--- src/rtl/vdb_pkg.sv ---
package vdb_pkg;

    typedef enum logic [1:0] {
        RGN_NONE   = 2'd0,
        RGN_NOTIFY = 2'd1,
        RGN_ISR    = 2'd2,
        RGN_DEV    = 2'd3
    } region_e;

endpackage

--- src/rtl/vdb_decode.sv ---
module vdb_decode
    import vdb_pkg::*;
#(
    parameter int OFF_W        = 12,
    parameter int NOTIFY_BASE  = 56,
    parameter int REGION_BYTES = 4,
    parameter int WIN_BYTES    = 256,
    parameter int DEV_OFF_W    = 8
) (
    input  logic [OFF_W-1:0]     off_i,
    output region_e              rgn_o,
    output logic                 isr_first_o,
    output logic [DEV_OFF_W-1:0] dev_off_o
);
    localparam int ISR_BASE = NOTIFY_BASE + REGION_BYTES;
    localparam int DEV_BASE = ISR_BASE + REGION_BYTES;
    localparam logic [OFF_W-1:0] NTF_LO = OFF_W'(NOTIFY_BASE);
    localparam logic [OFF_W-1:0] ISR_LO = OFF_W'(ISR_BASE);
    localparam logic [OFF_W-1:0] DEV_LO = OFF_W'(DEV_BASE);
    localparam logic [OFF_W-1:0] WIN_HI = OFF_W'(WIN_BYTES);

    logic [OFF_W-1:0] rebased;

    always_comb begin
        rebased   = off_i - DEV_LO;
        dev_off_o = rebased[DEV_OFF_W-1:0];
        if (off_i < NTF_LO)       rgn_o = RGN_NONE;
        else if (off_i < ISR_LO)  rgn_o = RGN_NOTIFY;
        else if (off_i < DEV_LO)  rgn_o = RGN_ISR;
        else if (off_i < WIN_HI)  rgn_o = RGN_DEV;
        else                      rgn_o = RGN_NONE;
        isr_first_o = (off_i == ISR_LO);
    end
endmodule

--- src/rtl/vdb_isr.sv ---
module vdb_isr #(
    parameter int ISR_W = 8
) (
    input  logic             clk,
    input  logic             rst_n,
    input  logic [ISR_W-1:0] set_i,
    input  logic             clr_i,
    output logic [ISR_W-1:0] isr_o,
    output logic             irq_o
);
    logic [ISR_W-1:0] isr_d, isr_q;

    always_comb begin
        isr_d = (clr_i ? '0 : isr_q) | set_i;
    end

    always_ff @(posedge clk) begin
        if (!rst_n) isr_q <= '0;
        else        isr_q <= isr_d;
    end

    assign isr_o = isr_q;
    assign irq_o = |isr_q;

    AST_SET_SURVIVES: assert property (@(posedge clk) disable iff (!rst_n)
        (|set_i) |=> ((isr_q & $past(set_i)) == $past(set_i)));
    AST_IRQ_AFTER_SET: assert property (@(posedge clk) disable iff (!rst_n)
        (|set_i) |=> irq_o);
    AST_DROP_ONLY_ON_READ: assert property (@(posedge clk) disable iff (!rst_n)
        $fell(irq_o) |-> $past(clr_i));
endmodule

--- src/rtl/vdb_window.sv ---
module vdb_window
    import vdb_pkg::*;
#(
    parameter int OFF_W        = 12,
    parameter int DATA_W       = 32,
    parameter int QIDX_W       = 16,
    parameter int NOTIFY_BASE  = 56,
    parameter int REGION_BYTES = 4,
    parameter int WIN_BYTES    = 256
) (
    input  logic              clk,
    input  logic              rst_n,
    input  logic              req_valid,
    input  logic              req_write,
    input  logic [OFF_W-1:0]  req_off,
    input  logic [DATA_W-1:0] req_wdata,
    output logic              rsp_valid,
    output logic              rsp_err,
    output logic [DATA_W-1:0] rsp_rdata,
    output logic              ntf_valid,
    output logic [QIDX_W-1:0] ntf_queue,
    input  logic              src_queue_irq,
    input  logic              src_cfg_irq,
    output logic              irq_legacy,
    output logic              dev_valid,
    output logic              dev_write,
    output logic [7:0]        dev_off,
    output logic [DATA_W-1:0] dev_wdata,
    input  logic [DATA_W-1:0] dev_rdata
);
    localparam int ISR_W     = 8;
    localparam int DEV_BASE  = NOTIFY_BASE + 2 * REGION_BYTES;
    localparam int DEV_OFF_W = $clog2(WIN_BYTES - DEV_BASE);

    typedef struct packed {
        logic              rsp_valid;
        logic              rsp_err;
        logic [DATA_W-1:0] rsp_rdata;
        logic              ntf_valid;
        logic [QIDX_W-1:0] ntf_queue;
    } out_t;

    out_t                 out_d, out_q;
    region_e              rgn;
    logic                 isr_first;
    logic [DEV_OFF_W-1:0] rebased_off;
    logic [ISR_W-1:0]     isr_val;
    logic [ISR_W-1:0]     isr_set;
    logic                 isr_clr;

    vdb_decode #(
        .OFF_W(OFF_W), .NOTIFY_BASE(NOTIFY_BASE), .REGION_BYTES(REGION_BYTES),
        .WIN_BYTES(WIN_BYTES), .DEV_OFF_W(DEV_OFF_W)
    ) decode_i (
        .off_i(req_off), .rgn_o(rgn), .isr_first_o(isr_first), .dev_off_o(rebased_off)
    );

    assign isr_set = {{(ISR_W-2){1'b0}}, src_cfg_irq, src_queue_irq};
    assign isr_clr = req_valid && !req_write && (rgn == RGN_ISR) && isr_first;

    vdb_isr #(.ISR_W(ISR_W)) isr_i (
        .clk(clk), .rst_n(rst_n), .set_i(isr_set), .clr_i(isr_clr),
        .isr_o(isr_val), .irq_o(irq_legacy)
    );

    always_comb begin
        out_d = '0;
        out_d.rsp_valid = req_valid;
        out_d.rsp_err   = req_valid;
        if (req_valid) begin
            unique case (rgn)
                RGN_NOTIFY: if (req_write) begin
                    out_d.rsp_err   = 1'b0;
                    out_d.ntf_valid = 1'b1;
                    out_d.ntf_queue = req_wdata[QIDX_W-1:0];
                end
                RGN_ISR: if (isr_clr) begin
                    out_d.rsp_err   = 1'b0;
                    out_d.rsp_rdata = DATA_W'(isr_val);
                end
                RGN_DEV: begin
                    out_d.rsp_err = 1'b0;
                    if (!req_write) out_d.rsp_rdata = dev_rdata;
                end
                default: ;
            endcase
        end
    end

    always_ff @(posedge clk) begin
        if (!rst_n) out_q <= '0;
        else        out_q <= out_d;
    end

    assign rsp_valid = out_q.rsp_valid;
    assign rsp_err   = out_q.rsp_err;
    assign rsp_rdata = out_q.rsp_rdata;
    assign ntf_valid = out_q.ntf_valid;
    assign ntf_queue = out_q.ntf_queue;

    assign dev_valid = req_valid && (rgn == RGN_DEV);
    assign dev_write = req_write;
    assign dev_off   = 8'(rebased_off);
    assign dev_wdata = req_wdata;

    AST_RSP_FOLLOWS_REQ: assert property (@(posedge clk) disable iff (!rst_n)
        req_valid |=> rsp_valid);
    AST_NO_RSP_IDLE: assert property (@(posedge clk) disable iff (!rst_n)
        !req_valid |=> !rsp_valid);
    AST_NTF_WITH_OK: assert property (@(posedge clk) disable iff (!rst_n)
        ntf_valid |-> (rsp_valid && !rsp_err));
    AST_ERR_NO_NTF: assert property (@(posedge clk) disable iff (!rst_n)
        rsp_err |-> !ntf_valid);
    AST_DEV_NEEDS_REQ: assert property (@(posedge clk) disable iff (!rst_n)
        dev_valid |-> req_valid);
endmodule

--- config.mk ---
export PLATFORM = sky130hd
export DESIGN_NAME = vdb_window
export DESIGN_NICKNAME = d
export VERILOG_FILES = /design/src/rtl/vdb_pkg.sv /design/src/rtl/vdb_decode.sv /design/src/rtl/vdb_isr.sv /design/src/rtl/vdb_window.sv
export SDC_FILE = /design/constraint.sdc
export NUM_CORES = 1
export LEC_CHECK = 0
export CAP_MARGIN = 20
export CORE_ASPECT_RATIO = 0.6
export CORE_UTILIZATION = 35
export CTS_CLUSTER_SIZE = 28
export DETAILED_ROUTE_END_ITERATION = 10
export DONT_BUFFER_PORTS = 1
export PLACE_DENSITY = 0.62
export RECOVER_POWER = 100
export SETUP_SLACK_MARGIN = 0.05
export SLEW_MARGIN = 40
export SYNTH_ARGS = -nofsm -noshare
export SYNTH_HDL_FRONTEND = slang
export SYNTH_HIERARCHICAL = 1
export SYNTH_SLANG_ARGS = --single-unit
--- constraint.sdc ---
create_clock -name clk -period 2.35 [get_ports clk]
set_clock_uncertainty 0.15 [all_clocks]
set_input_delay 0.3525 -clock clk [delete_from_list [all_inputs] [get_ports clk]]
set_output_delay 0.3525 -clock clk [all_outputs]
set_load 0.03 [all_outputs]
== Word level (Yosys, flattened, before mapping) ==
Cells that the tools add are included.

* Add/sub/neg operators: 1
* $lt $le $gt $ge: 4
* Eq/ne operators: 4
* Multiplexer cells: 11
* Bitwise operators: 1
* Reduce and logical (&&, ||, !) cells: 9

{| class="wikitable"
|+ Operators with widths
! cell !! number
|-
| one-hot mux 32 bit (2 select lines) || 1
|-
| two-way mux 33 bit || 1
|-
| two-way mux 32 bit || 1
|-
| less-than comparator 12 x 6 -> 1 bit, second input constant || 2
|-
| two-way mux 17 bit || 1
|-
| equality test 12 x 6 -> 1 bit, second input constant || 1
|-
| less-than comparator 12 x 7 -> 1 bit, second input constant || 1
|-
| less-than comparator 12 x 9 -> 1 bit, second input constant || 1
|-
| two-way mux 2 bit || 4
|-
| two-way mux 8 bit || 1
|-
| OR 8 x 2 -> 8 bit || 1
|-
| OR reduction 8 bit || 1
|-
| subtractor 8 x 7 -> 8 bit, second input constant || 1
|-
| equality test 2 bit, second input constant || 2
|-
| logical AND 1 bit || 4
|-
| AND reduction 4 bit || 1
|-
| one-hot mux 1 bit (3 select lines) || 1
|-
| AND reduction 3 bit || 1
|-
| equality test 2 x 1 -> 1 bit, second input constant || 1
|-
| AND reduction 2 bit || 1
|-
| zero test 1 bit || 1
|-
| two-way mux 1 bit || 1
|}

* Register bits after elaboration: 59
* Output and inout bits: 94

== Depth between registers and ports, before layout ==
Gate-level depths: netlist (run 1).

* Depth in word-level cells: 10
* Depth in mapped cells: 9

== By module ==
Netlist (run 1), hierarchy kept.

{| class="wikitable"
|+ By module, submodules not included
! module !! times used !! cells each !! area an instance (um2) !! sequential area each (um2)
|-
| vdb_window || 1 || 158 || 1,755.4 || 1,021.0
|-
| vdb_isr || 1 || 28 || 291.5 || 160.2
|-
| vdb_decode || 1 || 17 || 123.9 || 0.0
|}

== Worst setup path after synthesis (run 1) ==
OpenSTA, ideal clock, no wires.

* Path kind: in2reg
* Start point: input req_off[8]
* End point: register isr_i.isr_q[0], in the netlist isr_i/isr_o[0]
* Library setup time: 0.115 ns
* Arrival time: 2.048 ns
* Data required time: 2.085 ns
* Slack: 0.037 ns
* Stages on the path: 7
* Cell sequence: or4_4 -> nor4_2 -> nor2b_1 -> clkbuf_1 -> and3_1 -> nor2b_1 -> o21a_1

* Elaborated cells between the ends (all ways): 14
* Classes of those cells: order compare (4); eq/ne (2); mux (5); bitwise (1); reduce/logical (2)

{| class="wikitable"
|+ RTL lines
! element !! line !! source
|-
| start: declaration || vdb_window.sv:15 || <nowiki>input logic [OFF_W-1:0] req_off,</nowiki>
|-
| equality test 12 x 6 -> 1 bit || vdb_decode.sv:32 || <nowiki>isr_first_o = (off_i == ISR_LO);</nowiki>
|-
| via isr_first || vdb_window.sv:45 || <nowiki>logic isr_first;</nowiki>
|-
| logical AND 1 bit || vdb_window.sv:59 || <nowiki>assign isr_clr = req_valid && !req_write && (rgn == RGN_ISR) && isr_first;</nowiki>
|-
| via isr_clr || vdb_window.sv:49 || <nowiki>logic isr_clr;</nowiki>
|-
| two-way mux 8 bit || vdb_isr.sv:14 || <nowiki>isr_d = (clr_i ? '0 : isr_q) | set_i;</nowiki>
|-
| OR 8 x 2 -> 8 bit || vdb_isr.sv:14 ||
|-
| end signal: assignment || vdb_isr.sv:19 || <nowiki>else isr_q <= isr_d;</nowiki>
|-
| end: declaration || vdb_isr.sv:11 || <nowiki>logic [ISR_W-1:0] isr_d, isr_q;</nowiki>
|}

The timed path passes the listed nets, and every way through them passes these cells.
A chain may end at the register's enable or synchronous reset.

== Worst setup path in the final report (run 1) ==
* Start point: input req_off[8]
* End point: output dev_valid

* Word-level cells in the longest chain between the ends: 7
* Elaborated cells between the ends (all ways): 10
* Classes of those cells: order compare (4); eq/ne (1); mux (4); reduce/logical (1)

{| class="wikitable"
|+ RTL lines
! element !! line !! source
|-
| less-than comparator 12 x 9 -> 1 bit || vdb_decode.sv:30 || <nowiki>else if (off_i < WIN_HI) rgn_o = RGN_DEV;</nowiki>
|-
| two-way mux 2 bit || vdb_decode.sv:30 ||
|-
| two-way mux 2 bit || vdb_decode.sv:29 || <nowiki>else if (off_i < DEV_LO) rgn_o = RGN_ISR;</nowiki>
|-
| two-way mux 2 bit || vdb_decode.sv:28 || <nowiki>else if (off_i < ISR_LO) rgn_o = RGN_NOTIFY;</nowiki>
|-
| two-way mux 2 bit (*) || vdb_decode.sv:27 || <nowiki>if (off_i < NTF_LO) rgn_o = RGN_NONE;</nowiki>
|-
| via rgn[0] || vdb_window.sv:44 || <nowiki>region_e rgn;</nowiki>
|-
| equality test 2 bit (*) || vdb_window.sv:101 || <nowiki>assign dev_valid = req_valid && (rgn == RGN_DEV);</nowiki>
|-
| logical AND 1 bit (*) || vdb_window.sv:101 ||
|-
| end: declaration || vdb_window.sv:25 || <nowiki>output logic dev_valid,</nowiki>
|}

Mark *: on every way through the listed nets, which the timed path passes. The rest lies on a longest branch.

==> impl_metrics.csv, run 1 <==
group,metric,value,unit
cts,cts.clk_slew.worst_paths,60,ps
placement,portBuffers,0,
global_routing,overflow,0,
sta,hold_viol_final,0,
yosys,synth_cells,203,
worst_setup_path,critPathMaxStageDelay,570,ps
cts,htree_num_levels,3,
sta,slew_violations,0,
sta,tns,0,ps
yosys,synth.cell_area,2170,sq um
sta,finalSetupViolCount,0,
outcome,status,"finished, final reports clean",
floorplan,die_w,104,um
pwr,peakVddDrop,0.000279,V
floorplan,dieArea,6530,sq um
yosys,synth-warning-count,6,
pwr,pwr-share-comb,0.045,
worst_setup_path,crit_chain,"or4_1 -> a21oi_1 -> and3_1 -> clkbuf_2",
cts,cts_tree,"built",
cts,worstSkewPairLatency,330,ps
worst_setup_path,crit_buf_inv,1,
finish,final_nets,307,
worst_setup_path,crit_required,1850,ps
route,drt-initial-drc-count,60,
worst_setup_path,crit_type,"primary input to output port",
floorplan,rows,21,
cts,cts_made_buffers,9,
global_routing,grt_max_degree,25,
finish,final_cell_mix,"dfxtp_1, dlygate4sd3_1, and2_1, and2_0, nor2b_1",
yosys,synth_cell_type_count,25,
cts,clk_path_buf_depth,2,
worst_setup_path,crit_arrival,1690,ps
yosys,synth_top_area_frac,0.544,
finish,layout-drive-gt1-share,0.0961,
global_routing,antenna_found_initial,0,
global_routing,grt_usage,0.149,
worst_setup_path,cp-end-kind,"output port",
floorplan,initial_utilization,0.376,
yosys,synth.avg_cell_area,10.7,sq um
sta,fmax,0.456,GHz
yosys,synthTopCellsByArea,"dfxtp_1, buf_4, and2_1",
placement,hpwlAfterDp,3020,um
finish,layout_commonest_cell,"dfxtp_1",
cts,cts_sinks,59,
route,via_count,1383,
route,finalWirelength,4660,um
route,ant_nets,0,
yosys,yosys_register_bits,59,
sta,min_period,2190,ps
pwr,power.leakage,0.00105,uW
finish,utilization,0.460,
cts,clock-root-buffer,"clkbuf_8",
floorplan,core_area,5780,sq um
route,viasPerCell,4.48,
pwr,p_sw,438,uW
route,drc,0,
pwr,p_int,1810,uW
worst_setup_path,worst-path-max-fanout,5,
global_routing,grt_pass1_wl,7190,um
floorplan,die_height,63.0,um
yosys,ys_seq_area_frac,0.544,
worst_setup_path,worst_path_dominant_cell_family,"simple AND/OR/NAND/NOR gates",
placement,finalWeightedCongestion,0.711,
sta,rsz0062_at_grt,"no",
pwr,power_density,848,nW/um^2
route,wl_per_cell,15.1,um
worst_setup_path,crit_path_start_kind,"primary input",
yosys,synth_area_leader_cell,"dfxtp_1",
sta,fin_crit_sh,0.933,
pwr,power_frac_clock,0.499,
finish,area_delta_synth_final,22.4,%
floorplan,pin_count,176,
pwr,p_sw_frac,0.195,
job,cap_violations,0,
global_routing,grt_pass1_vias,1387,
finish,antenna_cells,0,
hold_path,min_path_type,"primary input to register",
route,dr.pass1.iters,4,
worst_setup_path,critical-path-slowest-cell,"or4_1",
pwr,pwr-share-seq,0.457,
[repair_timing]
action / CTS / global route
gates resized for setup: 0 / 0
endpoints found under the hold margin: 48 / 0
buffers inserted: 0 / 0
hold buffers: 43 / 0
[worst register-to-register path: cells and delay by family (launching register included)]
kind | cells | cell delay, ps
compound gates | 1 | 180
flops | 1 | 330
simple gates | 1 | 130
[synth_stat cells (all sizes together)]
master and n:
nand2 2, nor4 3, o21a 8, o22ai 1, clkbuf 3, nand4b 1, nand2b 1, conb 1
a22oi 8, nand3 1, nand4 1, and3 2, a21oi 2, buf 42, ha 1, or4 1
nor2 8, and2 42, inv 3, nor3b 2, dfxtp 59, nor2b 11
[flip-flops by register name, indices dropped and copies added, names as in the netlist]
name,count
ntf_valid,1
isr_i/isr_o,8
ntf_queue,16
rsp_valid,1
rsp_err,1
rsp_rdata,32
[path summary, 6_finish.rpt]
check | start | to | slack, ps | cells after the start
min reg2reg | isr_i/isr_o[0]$_SDFF_PN0_ | rsp_rdata[0]$_SDFF_PN0_ | 400 | 2
max reg2reg | isr_i/isr_o[6]$_SDFF_PN0_ | isr_i/isr_o[6]$_SDFF_PN0_ | 1450 | 2
min | dev_rdata[6] | rsp_rdata[6]$_SDFF_PN0_ | 50 | 2
max | req_off[8] | dev_valid | 160 | 4
[power by group through the flow]
stage          Combinational (uW)  Sequential [uW]  Clock (uW)
6_report                      101             1030        1120
5_1_grt                       109             1030        1200
4_1_cts                       101             1030        1160
3_5_place_dp                 43.3             1050           0
3_3_place_gp                 42.5             1050           0
2_1_floorplan                 163             1050           0
[kinds of logic (layout without fill, tap and decap cells)]
kind of cell | after synthesis | count (layout) | share of synthesized area
other | 1 | 6 | 0.00173
adder cells (fa/ha/maj) | 1 | 1 | 0.00576
flip-flops | 59 | 59 | 0.544
AND/OR/NAND/NOR | 75 | 75 | 0.224
buffers and inverters | 48 | 69 | 0.161
AO/OA/AOI/OAI | 19 | 19 | 0.0628
[per-stage QoR]
step / setup slack [ps] / hold slack [ps] / power (uW) / cells / instance area [sq um]
2_1_floorplan: 76.3 / 324 / 1210 / 208 / 2190
3_3_place_gp: 119 / 321 / 1090 / 250 / 2020
6_report: 157 / 54.3 / 2250 / 309 / 2660
4_1_cts: 192 / 29.9 / 2290 / 309 / 2700
5_1_grt: 97.8 / 49.3 / 2340 / 309 / 2660
3_5_place_dp: 90.5 / 325 / 1090 / 250 / 2020
[layout make-up]
class / instances / area [sq um]
clock buffer: 10 / 138
clock inverter: 6 / 111
fill: 542 / 3120
inverter: 3 / 11.3
multi-input combinational: 101 / 632
sequential: 59 / 1180
tap: 80 / 100
timing repair buffer: 50 / 483
[per-layer routing]
| metal | part of all wire | global-route usage | up-vias |
|---|---|---|---|
| met5 | 0 | 0 | - |
| met4 | 0.017 | 0.0732 | 0 |
| met3 | 0.099 | 0.0803 | 11 |
| met2 | 0.47 | 0.245 | 105 |
| met1 | 0.41 | 0.156 | 619 |
| li1 | - | - | 648 |
No activity file was read; power rests on OpenSTA's default activity.
==> inputs of run 2 (changes only) <==
--- a/config.mk
+++ b/config.mk
@@ -6,5 +6,4 @@
 export NUM_CORES = 1
 export LEC_CHECK = 0
-export CAP_MARGIN = 20
 export CORE_ASPECT_RATIO = 0.6
 export CORE_UTILIZATION = 35
--- a/constraint.sdc
+++ b/constraint.sdc
@@ -3,3 +3,3 @@
 set_input_delay 0.3525 -clock clk [delete_from_list [all_inputs] [get_ports clk]]
 set_output_delay 0.3525 -clock clk [all_outputs]
-set_load 0.03 [all_outputs]
+set_load 0.05 [all_outputs]
==> run 2 against run 1 <==
Against the previous run:
- routed wire length down 7.3%
- final cell count down 0.32%
- worst hold slack about the same
- sequential power about the same
- die area unchanged
- critical path depth unchanged
- global-route usage down 1.2 points
- combinational power about the same
- critical path type unchanged
==> impl_metrics.csv, run 2 (synthesized netlist as in run 1, its figures left out) <==
group,metric,value,unit
pwr,total_power,2120,uW
placement,dp_cells,250,
cts,clock-root-buffer,"clkbuf_8",
pwr,power_density,800,nW/um^2
route,ant_nets,0,
worst_setup_path,crit_path_start_kind,"primary input",
finish,area_delta_synth_final,21.8,%
global_routing,grt_pass1_wl,6470,um
hold_path,min_path_type,"primary input to register",
global_routing,overflow,0,
sta,finalSetupViolCount,0,
global_routing,grt_pass1_vias,1339,
finish,largest_register_ffs,32,
worst_setup_path,r2r_end,"isr_i/isr_o[0]$_SDFF_PN0_",
sta,slew_headroom,0.611,
pwr,peakVddDrop,0.000239,V
worst_setup_path,endpoint,"dev_valid",
worst_setup_path,cp-end-kind,"output port",
sta,fmax,0.461,GHz
worst_setup_path,startpoint,"req_off[8]",
placement,portBuffers,0,
worst_setup_path,reg2regPathDepth,2,
sta,slew_violations,0,
route,drt-initial-drc-count,33,
route,via_count,1350,
cts,cts_tree,"built",
worst_setup_path,crit_arrival,1670,ps
floorplan,dieArea,6530,sq um
cts,cts_made_buffers,9,
finish,antenna_cells,0,
worst_setup_path,r2r_slack,1460,ps
cts,htree_num_levels,3,
pwr,power.leakage,0.00105,uW
cts,clk_path_buf_depth,2,
placement,finalWeightedCongestion,0.697,
route,dr.pass1.iters,4,
finish,final_cell_mix,"dfxtp_1, dlygate4sd3_1, and2_1, nor2b_1, clkbuf_8",
sta,tns,0,ps
cts,cts_sinks,59,
sta,rsz0062_at_grt,"no",
finish,layout_commonest_cell,"dfxtp_1",
floorplan,core_area,5780,sq um
sta,hold_viol_final,0,
placement,hpwlAfterDp,3010,um
global_routing,grt_usage,0.136,
route,viasPerCell,4.38,
job,cap_violations,0,
global_routing,grt_max_degree,25,
floorplan,die_w,104,um
finish,layout-drive-gt1-share,0.101,
worst_setup_path,r2r-start,"isr_i/isr_o[0]$_SDFF_PN0_",
route,wl_per_cell,14.0,um
floorplan,pin_count,176,
global_routing,antenna_found_initial,0,
worst_setup_path,worst-path-max-fanout,4,
route,drc,0,
cts,cts.clk_slew.worst_paths,60,ps
floorplan,rows,21,
worst_setup_path,crit_required,1850,ps
finish,instances_no_fill,308,
floorplan,die_height,63.0,um
finish,final_nets,307,
sta,min_period,2170,ps
route,finalWirelength,4320,um
outcome,status,"finished, final reports clean",
worst_setup_path,crit_type,"primary input to output port",
sta,fin_crit_sh,0.923,
sta,tightest_slew,586,ps
cts,cts_setup_buffers,0,
floorplan,initial_utilization,0.376,
cts,worstSkewPairLatency,320,ps
## run 2: changes by cell type in the layout (fill, tap and decap cells not counted), sizes merged
cell | before | now
clkbuf | 14 | 13
inv | 4 | 3
bufinv | 3 | 2
buf | 3 | 4
clkinv | 1 | 2
## run 2: report_power, final
| group | switching [uW] | internal (uW) |
|---|---|---|
| logic | 37.2 | 66.5 |
| clock network | 365 | 616 |
| registers | 19.5 | 1010 |
| total | 422 | 1700 |
## run 2: metrics by stage
step | area, sq um | hold WS, ps | setup slack [ps] | utilization
after global placement | 2030 | 321 | 143 | 0.351
after global routing | 2650 | 34.8 | 89.8 | 0.458
final | 2650 | 54.6 | 180 | 0.458
after CTS | 2680 | 33.1 | 193 | 0.463
after floorplan | 2190 | 324 | 65.4 | -
after detailed placement | 2030 | 325 | 117 | 0.351
## run 2: worst max-delay path, stage by stage
cell and delay (ps):
or4_1 570, a21oi_1 320, and3_2 280, buf_12 140
## run 2: area by class of cell
class / instances / area, sq um
clock inverter: 5 / 77.6
tap: 80 / 100
inverter: 3 / 11.3
timing repair buffer: 50 / 498
sequential: 59 / 1180
multi-input combinational: 101 / 639
fill: 540 / 3140
clock buffer: 10 / 138
## run 2: worst min path at each step
| stage | start | end | slack, ps | depth (start not counted) |
|---|---|---|---|---|
| after CTS | dev_rdata[5] | rsp_rdata[5]$_SDFF_PN0_ | 30 | 2 |
| after global placement | rst_n | isr_i/isr_o[7]$_SDFF_PN0_ | 320 | 1 |
| after floorplan | req_wdata[0] | ntf_queue[0]$_SDFF_PN0_ | 320 | 1 |
| after detailed placement | rst_n | isr_i/isr_o[7]$_SDFF_PN0_ | 320 | 1 |
| final | dev_rdata[6] | rsp_rdata[6]$_SDFF_PN0_ | 50 | 2 |
| after global routing | dev_rdata[3] | rsp_rdata[3]$_SDFF_PN0_ | 30 | 2 |
## run 2: metal layers
| layer | wire (um) | share of wire | GRT usage | vias to the layer above |
|---|---|---|---|---|
| li1 | - | - | - | 644 |
| met1 | 1820 | 0.42 | 0.148 | 605 |
| met2 | 2030 | 0.47 | 0.207 | 93 |
| met3 | 408 | 0.095 | 0.0855 | 8 |
| met4 | 57 | 0.013 | 0.0696 | 0 |
| met5 | 0 | 0 | 0 | - |
## run 2: repair_timing
item,CTS,global route
gates resized for setup,0,0
endpoints found under the hold margin,48,0
hold buffers,43,0
==> inputs of run 3 (changes only) <==
- PLACE_DENSITY: 0.62 -> 0.6
- SLEW_MARGIN: 40 -> unset
- TNS_END_PERCENT: unset -> 5
- clock period: 2.35 -> 2.5 ns (I/O delays scaled with it)
==> run 3 against run 2 <==
Against the previous run:
- final cell count is 0.65% lower
- via count down 0.52%
- sequential power down 6%
- register-to-register slack better by 140 ps
- critical path type unchanged
- sequential share of layout area up 0.80 points
- clock power shrank 3.0%
- flip-flop and latch count did not move
- core utilization fell by 0.80 points
- largest cell class unchanged
- die area unchanged
- critical endpoint unchanged
- global-route usage is 0.29 points higher
- routed wire length grew 1.1%
==> impl_metrics.csv, run 3 (synthesized netlist as in run 1, its figures left out) <==
group,metric,value,unit
outcome,status,"finished, final reports clean",
placement,dp_cells,250,
job,cap_violations,0,
global_routing,grt_max_degree,25,
sta,min_period,2270,ps
route,ant_nets,0,
cts,cts_sinks,59,
route,dr.pass1.iters,4,
route,finalWirelength,4360,um
sta,finalSetupViolCount,0,
floorplan,rows,21,
global_routing,grt_pass1_wl,6690,um
finish,largest_register_ffs,32,
route,wl_per_cell,14.3,um
placement,finalWeightedCongestion,0.721,
pwr,power.leakage,0.00103,uW
worst_setup_path,crit_arrival,1740,ps
worst_setup_path,crit_path_start_kind,"primary input",
route,drc,0,
global_routing,grt_pass1_vias,1324,
worst_setup_path,worst-path-max-fanout,4,
cts,cts.clk_slew.worst_paths,60,ps
finish,antenna_cells,0,
worst_setup_path,crit_type,"primary input to output port",
cts,clk_path_buf_depth,2,
cts,cts_tree,"built",
route,drt-initial-drc-count,33,
pwr,power_density,776,nW/um^2
cts,clock-root-buffer,"clkbuf_8",
sta,hold_viol_final,0,
finish,final_cell_mix,"dfxtp_1, dlygate4sd3_1, and2_1, nor2b_1, and2_0",
floorplan,dieArea,6530,sq um
cts,worstSkewPairLatency,330,ps
route,viasPerCell,4.39,
placement,portBuffers,0,
hold_path,min_path_type,"primary input to register",
worst_setup_path,crit_chain,"or4_1 -> a21oi_1 -> and3_1 -> clkbuf_2",
floorplan,die_height,63.0,um
worst_setup_path,reg2regPathDepth,2,
global_routing,antenna_found_initial,0,
cts,cts_made_buffers,9,
worst_setup_path,r2r_slack,1600,ps
floorplan,pin_count,176,
sta,fmax,0.441,GHz
pwr,peakVddDrop,0.000226,V
hold_path,holdPathStages,1,
finish,layout_commonest_cell,"dfxtp_1",
global_routing,grt_usage,0.139,
floorplan,core_area,5780,sq um
sta,slew_violations,0,
finish,area_delta_synth_final,19.7,%
finish,instances_no_fill,306,
sta,slew_headroom,0.611,
route,via_count,1343,
finish,layout-drive-gt1-share,0.0973,
global_routing,overflow,0,
worst_setup_path,critPathMaxStageDelay,560,ps
floorplan,initial_utilization,0.376,
sta,tns,0,ps
sta,tightest_slew,587,ps
finish,final_nets,304,
worst_setup_path,crit_required,1980,ps
sta,fin_crit_sh,0.907,
cts,htree_num_levels,3,
worst_setup_path,critical-path-slowest-cell,"or4_1",
worst_setup_path,cp-end-kind,"output port",
floorplan,die_w,104,um
sta,rsz0062_at_grt,"no",
==> run 3: report_power, final <==
group	internal [uW]	switching, uW	leakage, uW	total (uW)
clock network	587	364	0.000108	951
logic	59.7	35.1	0.000443	94.7
registers	952	18.2	0.000478	970
==> run 3: cell type report <==
class | count | area, sq um
clock buffers | 10 | 138
fillers | 554 | 3180
well taps | 80 | 100
repair buffers | 47 | 437
multi-input cells | 101 | 643
flip-flops and latches | 59 | 1180
clock inverters | 6 | 88.8
inverters | 3 | 11.3
==> run 3: repair_timing <==
action	in CTS	in global routing
gates resized for setup	0	0
endpoints found under the setup margin	0	0
hold endpoints to repair	39	5
hold buffers	35	5
buffers inserted	0	0
==> run 3: layer usage <==
layer	vias up	GRT usage	wire, um	share of wire
met5	-	0	0	0
met4	0	0.0786	97	0.022
met3	12	0.0824	436	0.10
met2	89	0.220	2040	0.47
met1	601	0.145	1790	0.41
li1	641	-	-	-
==> run 3: worst paths after layout <==
path / endpoint / start
max: dev_valid / req_off[8]
max reg2reg: isr_i/isr_o[7]$_SDFF_PN0_ / isr_i/isr_o[7]$_SDFF_PN0_
min: rsp_rdata[31]$_SDFF_PN0_ / dev_rdata[31]
min reg2reg: rsp_rdata[1]$_SDFF_PN0_ / isr_i/isr_o[1]$_SDFF_PN0_
==> run 3: per-stage QoR <==
step / area, sq um / power, uW / hold slack, ps / utilization / setup slack, ps
2_1_floorplan: 2190 / 1200 / 328 / - / 54.5
3_3_place_gp: 2020 / 1040 / 344 / 0.349 / 216
3_5_place_dp: 2020 / 1040 / 348 / 0.349 / 137
4_1_cts: 2590 / 2040 / 1.23 / 0.448 / 299
5_1_grt: 2600 / 2110 / 7.68 / 0.450 / 152
6_report: 2600 / 2020 / 28.9 / 0.450 / 233
==> run 3: worst max-delay path: cells and delay by family <==
kind | cells | cell delay [ps]
and+or+nand+nor | 2 | 780
AOI/OAI and AO/OA | 1 | 320
buffers and inverters | 1 | 270
